`config.mk`:
```
export PLATFORM = sky130hd
export DESIGN_NAME = cas_sig_mixer
export DESIGN_NICKNAME = d
export VERILOG_FILES = /design/src/rtl/cas_pkg.sv /design/src/rtl/cas_regfile.sv /design/src/rtl/cas_mf_counter.sv /design/src/rtl/cas_sig_select.sv /design/src/rtl/cas_sig_mixer.sv
export SDC_FILE = /design/constraint.sdc
export NUM_CORES = 1
export LEC_CHECK = 0
export ABC_CLOCK_PERIOD_IN_PS = 3400
export BUFFER_PORTS_ARGS = -buffer_cell sky130_fd_sc_hd__buf_4
export CAP_MARGIN = 0
export CELL_PAD_IN_SITES_DETAIL_PLACEMENT = 2
export CELL_PAD_IN_SITES_GLOBAL_PLACEMENT = 2
export CORE_MARGIN = 2
export CORE_UTILIZATION = 37
export DETAILED_ROUTE_END_ITERATION = 10
export PLACE_DENSITY = 0.79
export SETUP_SLACK_MARGIN = 0.05
export SKIP_LAST_GASP = 1
export SYNTH_ARGS = -nofsm -noshare
export SYNTH_HDL_FRONTEND = slang
export SYNTH_SLANG_ARGS = --single-unit
```
`constraint.sdc`:
```
create_clock -name clk -period 3.4 [get_ports clk]
set_clock_uncertainty 0.15 [all_clocks]
set_input_delay 0.34 -clock clk [delete_from_list [all_inputs] [get_ports clk]]
set_output_delay 0.34 -clock clk [all_outputs]
set_load 0.01 [all_outputs]
```
`src/rtl/cas_pkg.sv`:
```
package cas_pkg;
  localparam int SEL_BASE  = 16;
  localparam int CTRL_ADDR = 20;

  typedef struct packed {
    logic pass;    // bit 2
    logic per_ch;  // bit 1
    logic hw_en;   // bit 0
  } ctrl_t;
endpackage

```
`src/rtl/cas_regfile.sv`:
```
module cas_regfile #(
  parameter int DEPTH  = 16,
  parameter int DATA_W = 8,
  localparam int AW    = $clog2(DEPTH)
) (
  input  logic              clk,
  input  logic              we,
  input  logic [AW-1:0]     waddr,
  input  logic [DATA_W-1:0] wdata,
  input  logic [AW-1:0]     raddr,
  output logic [DATA_W-1:0] rdata
);
  logic [DATA_W-1:0] mem [DEPTH];

  always_ff @(posedge clk) begin
    if (we) mem[waddr] <= wdata;
  end

  assign rdata = mem[raddr];
endmodule

```
`src/rtl/cas_mf_counter.sv`:
```
module cas_mf_counter #(
  parameter int NUM_FRAMES = 16,
  localparam int CW        = $clog2(NUM_FRAMES)
) (
  input  logic          clk,
  input  logic          rst,
  input  logic          adv,
  output logic [CW-1:0] cnt
);
  localparam logic [CW-1:0] LAST = CW'(NUM_FRAMES - 1);

  always_ff @(posedge clk) begin
    if (rst)      cnt <= '0;
    else if (adv) cnt <= (cnt == LAST) ? '0 : cnt + 1'b1;
  end

  // wrap from the last frame back to 0
  p_mf_wrap_r2: assert property (@(posedge clk) disable iff (rst)
    (adv && cnt == LAST) |=> cnt == '0);
  // step by one otherwise
  p_mf_step_r2: assert property (@(posedge clk) disable iff (rst)
    (adv && cnt != LAST) |=> cnt == $past(cnt) + 1'b1);
  // no movement without a pulse
  p_mf_hold_r3: assert property (@(posedge clk) disable iff (rst)
    !adv |=> $stable(cnt));
endmodule

```
`src/rtl/cas_sig_select.sv`:
```
module cas_sig_select
  import cas_pkg::*;
#(
  parameter int NUM_FRAMES = 16,
  parameter int NIB_W      = 4,
  localparam int CW        = $clog2(NUM_FRAMES),
  localparam int HALF      = NUM_FRAMES - 1,
  localparam int BYTE_W    = 2 * NIB_W,
  localparam int SEL_W     = 2 * NUM_FRAMES
) (
  input  logic [CW-1:0]           frame,
  input  ctrl_t                   ctrl,
  input  logic [SEL_W-1:0]        sel,
  input  logic [BYTE_W-1:0]       reg_byte,
  input  logic [2*HALF*NIB_W-1:0] hw_sig,
  input  logic [BYTE_W-1:0]       ext_f0,
  input  logic [BYTE_W-1:0]       bp,
  output logic [BYTE_W-1:0]       byte_out
);
  logic [NIB_W-1:0] hw_hi, hw_lo;
  logic             use_reg_hi, use_reg_lo;

  always_comb begin
    hw_hi = ext_f0[BYTE_W-1:NIB_W];
    hw_lo = ext_f0[NIB_W-1:0];
    for (int c = 1; c <= HALF; c++) begin
      if (frame == CW'(c)) begin
        hw_hi = hw_sig[(c-1)*NIB_W +: NIB_W];
        hw_lo = hw_sig[(c+HALF-1)*NIB_W +: NIB_W];
      end
    end
  end

  always_comb begin
    use_reg_hi = 1'b1;
    use_reg_lo = 1'b1;
    if (ctrl.hw_en) begin
      if (ctrl.per_ch) begin
        use_reg_hi = sel[2*frame];
        use_reg_lo = sel[2*frame+1];
      end else begin
        use_reg_hi = 1'b0;
        use_reg_lo = 1'b0;
      end
    end
  end

  always_comb begin
    if (ctrl.pass) byte_out = bp;
    else byte_out = {use_reg_hi ? reg_byte[BYTE_W-1:NIB_W] : hw_hi,
                     use_reg_lo ? reg_byte[NIB_W-1:0]      : hw_lo};
  end
endmodule

```
`src/rtl/cas_sig_mixer.sv`:
```
module cas_sig_mixer
  import cas_pkg::*;
#(
  parameter int NUM_FRAMES = 16,
  parameter int NIB_W      = 4,
  parameter int ADDR_W     = 5
) (
  input  logic                                  clk,
  input  logic                                  rst,
  input  logic                                  wr_en,
  input  logic [ADDR_W-1:0]                     wr_addr,
  input  logic [2*NIB_W-1:0]                    wr_data,
  input  logic                                  fsync,
  input  logic [2*(NUM_FRAMES-1)*NIB_W-1:0]     hw_sig,
  input  logic [2*NIB_W-1:0]                    ext_f0,
  input  logic [2*NIB_W-1:0]                    bp_ts16,
  output logic [2*NIB_W-1:0]                    ts16_out,
  output logic [$clog2(NUM_FRAMES)-1:0]         mf_frame
);
  localparam int CW       = $clog2(NUM_FRAMES);
  localparam int DATA_W   = 2 * NIB_W;
  localparam int SEL_W    = 2 * NUM_FRAMES;
  localparam int SEL_REGS = SEL_W / DATA_W;

  ctrl_t             ctrl_q;
  logic [SEL_W-1:0]  sel_q;
  logic [CW-1:0]     cnt;
  logic [DATA_W-1:0] rd_byte, mix_byte;
  logic              ts_we;

  assign ts_we = wr_en && (wr_addr < ADDR_W'(NUM_FRAMES));

  cas_regfile #(.DEPTH(NUM_FRAMES), .DATA_W(DATA_W)) u_regs (
    .clk(clk), .we(ts_we), .waddr(wr_addr[CW-1:0]), .wdata(wr_data),
    .raddr(cnt), .rdata(rd_byte));

  cas_mf_counter #(.NUM_FRAMES(NUM_FRAMES)) u_cnt (
    .clk(clk), .rst(rst), .adv(fsync), .cnt(cnt));

  cas_sig_select #(.NUM_FRAMES(NUM_FRAMES), .NIB_W(NIB_W)) u_sel (
    .frame(cnt), .ctrl(ctrl_q), .sel(sel_q), .reg_byte(rd_byte),
    .hw_sig(hw_sig), .ext_f0(ext_f0), .bp(bp_ts16), .byte_out(mix_byte));

  // configuration registers
  always_ff @(posedge clk) begin
    if (rst) begin
      ctrl_q <= '0;
      sel_q  <= '0;
    end else if (wr_en) begin
      if (wr_addr == ADDR_W'(CTRL_ADDR)) ctrl_q <= ctrl_t'(wr_data[2:0]);
      for (int j = 0; j < SEL_REGS; j++) begin
        if (wr_addr == ADDR_W'(SEL_BASE + j)) sel_q[j*DATA_W +: DATA_W] <= wr_data;
      end
    end
  end

  // once-per-frame output register
  always_ff @(posedge clk) begin
    if (rst) begin
      ts16_out <= '0;
      mf_frame <= '0;
    end else if (fsync) begin
      ts16_out <= mix_byte;
      mf_frame <= cnt;
    end
  end

  // outputs cleared by reset
  p_reset_r1: assert property (@(posedge clk)
    rst |=> (ts16_out == '0 && mf_frame == '0));
  // output tag follows the counter
  p_tag_r2: assert property (@(posedge clk) disable iff (rst)
    fsync |=> mf_frame == $past(cnt));
  // byte held between pulses
  p_hold_r3: assert property (@(posedge clk) disable iff (rst)
    !fsync |=> ($stable(ts16_out) && $stable(mf_frame)));
  // hardware disabled means register content
  p_internal_r5: assert property (@(posedge clk) disable iff (rst)
    (fsync && !ctrl_q.pass && !ctrl_q.hw_en) |=> ts16_out == $past(rd_byte));
  // pass-through byte
  p_pass_r8: assert property (@(posedge clk) disable iff (rst)
    (fsync && ctrl_q.pass) |=> ts16_out == $past(bp_ts16));
endmodule

```
==> reports/metrics.yaml <==
synthesis:
  synth_mux_area_share_pct: 16.4
  synth_edf_count: 128
  yosys.area_share.adder_pct: 0.564
  synth_flop_cell: "edfxtp_1"
  synth_top_area_share_pct: 43.3
  synth.area.top_cells: "edfxtp_1 (43%), dfxtp_1 (12%), mux4_2 (10%), mux2i_1 (6.2%), nor2_1 (3.4%)"
  ys_types: 52
  yosys.area.top_type: "edfxtp_1"
  yosysWarnings: 0
  synth-compound-area-share_pct: 14.9
  synth.yosys.seq_area_share_pct: 55.7
  synth_xor_area_share_pct: 0.0987
  syn-cell-area_um2: 8870
  synthArstFlopShare_pct: 0
  syn_nets: 854
  synth_top_family_by_area: "multiplexers"
  synth-seq-cells: 183
  yosys.area_share.simple_pct: 8.84
  syn-mean-instance-area_um2: 12.7
  synthCells: 697
timing:
  worst_slew_pin_slew_ns: 1.13
  timing.slew.headroom_pct: 24.4
  drv_slew: 0
  finalSetupViolCount: 0
  setup_tns_ns: 0
  rsz0062_at_grt: "no"
  fin_crit_ns: 3.19
  whs_ns: 0.116
  finalHoldViolCount: 0
  timing.fmax_mhz: 314
  fin_crit_sh_pct: 93.7
floorplan:
  die_area_um2: 25200
  num_rows: 56
  fp.coreArea_um2: 23500
  fp.dieW_um: 159
  io-pin-count: 165
  dieHeight_um: 159
  start_util_pct: 37.8
clock_network:
  cts.sink_count: 183
  cts_made_buffers: 17
  clk_latency_ns: 0.43
  cts-hold-fix-buffers: 0
  htree_levels: 4
  cts.clk_slew.worst_paths_ns: 0.07
  cts_buffer_depth: 2
  cts_tree: "done"
  postCtsSetupRepairBufs: 0
  root_buffer: "clkbuf_16"
pwr:
  seqPwrFrac_pct: 49.0
  power_mw: 4.97
  internal-power_mw: 3.68
  switching_share_pct: 26.0
  p_sw_mw: 1.29
  pwr-share-comb_pct: 12.5
  power_density_nw_per_um2: 450
  power.share.clock_pct: 38.5
  p_leak_nw: 4.11
  peakVddDrop_v: 0.000325
cells_and_area:
  fin_cells: 1182
  diodes: 0
  nFillCells: 2346
  final_cell_mix: "buf_4 (187), edfxtp_1 (128), nor2_1 (80)"
  synthToLayoutAreaGrowth_pct: 24.4
  register_area_um2: 4950
  final_common_cell: "buf_4"
  drive_gt1_share_pct: 32.9
  fin_util_pct: 47.0
  finalNetCount: 1008
  multi_input_area_um2: 3640
detailed_routing:
  drc: 0
  via_per_inst: 5.94
  wl_um: 33800
  drtIter0Drc: 509
  num_vias: 7016
  dr.pass1.iters: 5
  wl_per_cell_um: 28.6
  final_antenna_net_count: 0
worst_setup_path:
  crit_type: "flop to flop"
  critPathArrivalTime_ns: 3.38
  crit_path_start_kind: "flop"
  required_ns: 3.59
  cp_max_fo: 13
  worst_setup_path_end_kind: "flop"
place:
  gp_congestion: 0.966
  portBuffers: 164
  dp_hpwl_um: 24800
  placed_cells_incl_taps: 1151
run_status:
  status: "finished clean"
grt:
  grt_max_degree: 52
  antenna_found_initial: 1
  globalRouteTotalUtil_pct: 27.0
  grt_pass1_wl_um: 50900
  grt_overflow_total: 0
  grt_pass1_vias: 7647
min_path:
  hp-class: "input pin to flop"
run:
  maxCapViolCount: 0
flip-flops by register name, summed over array words and instances, names as in the netlist, named ones only:
signal,cells
ctrl_q,3
ts16_out,8
sel_q,32
u_regs.mem,128
mf_frame,4
u_cnt.cnt,4
cells in the mapped netlist, types with 15 or more instances:
cell,n
o221ai_1,15
edfxtp_1,128
o21a_1,15
nand2_1,20
a21oi_1,47
o22ai_1,16
nor2_1,80
a211oi_1,15
clkbuf_1,28
mux4_2,40
nand2b_1,17
mux2i_1,55
dfxtp_1,55
critical path, cell delays in order, from the launching register on:
cell,delay [ns]
dfxtp_1,0.35
buf_4,0.20
inv_1,0.10
ha_1,0.22
inv_1,0.07
a21o_1,0.32
o221ai_1,0.28
a221o_1,0.44
a2111oi_1,0.62
a211oi_1,0.11
a211oi_1,0.23
worst paths after layout:
check,cells past startpoint,from,endpoint,slack (ns)
setup / recovery,10,u_cnt.cnt[0]$_SDFFE_PP0P_,ts16_out[2]$_SDFFE_PP0P_,0.21
hold reg to reg,2,sel_q[3]$_SDFFE_PP0P_,sel_q[3]$_SDFFE_PP0P_,0.36
setup reg to reg,10,u_cnt.cnt[0]$_SDFFE_PP0P_,ts16_out[2]$_SDFFE_PP0P_,0.21
hold / removal,3,hw_sig[119],ts16_out[3]$_SDFFE_PP0P_,0.12
through the flow:
| step | worst slack, ns | cell area, um2 |
|---|---|---|
| CTS | 0.0850 | 11000 |
| global placement | 0.181 | 10400 |
| finish | 0.214 | 11000 |
| detailed placement | -0.0134 | 10400 |
| global route | 0.0753 | 11000 |
| floorplan | 0.477 | 8870 |
kinds of logic after synthesis:
kind of cell	after synthesis
compound gates	181
xor+xnor	1
fa+ha+maj	4
buf+inv	68
flops	183
mux	95
simple gates	165
final cells by class:
| class | count | area share, % |
|---|---|---|
| clock buffers | 18 | 3.89 |
| inverters | 15 | 0.510 |
| well taps | 319 | 3.62 |
| repair buffers | 188 | 12.9 |
| flip-flops and latches | 183 | 44.8 |
| clock inverters | 13 | 1.22 |
| multi-input cells | 446 | 33.0 |
power by group through the flow:
| stage | Combinational [mW] | Clock, mW | Sequential [mW] |
|---|---|---|---|
| 6_report | 0.621 | 1.91 | 2.44 |
| 5_1_grt | 0.660 | 2.02 | 2.44 |
| 4_1_cts | 0.615 | 1.94 | 2.44 |
| 3_5_place_dp | 0.609 | 0 | 2.49 |
| 3_3_place_gp | 0.587 | 0 | 2.48 |
| 2_1_floorplan | 0.291 | 0 | 2.48 |
metal layers:
layer  global-route usage [%]  part of all wire (%)  vias to the layer above
li1                         -                     -                     3033
met1                     36.1                    42                     3637
met2                     45.4                    49                      301
met3                     5.12                   6.1                       45
met4                     7.17                   2.1                        0
met5                        0                     0                        -
repair_timing:
action / 4_1_cts / 5_1_grt
endpoints found under the setup margin: 2 / 7
gates cloned: 0 / 0
gates resized for setup: 4 / 8
Power figures use the tool's default switching activity.
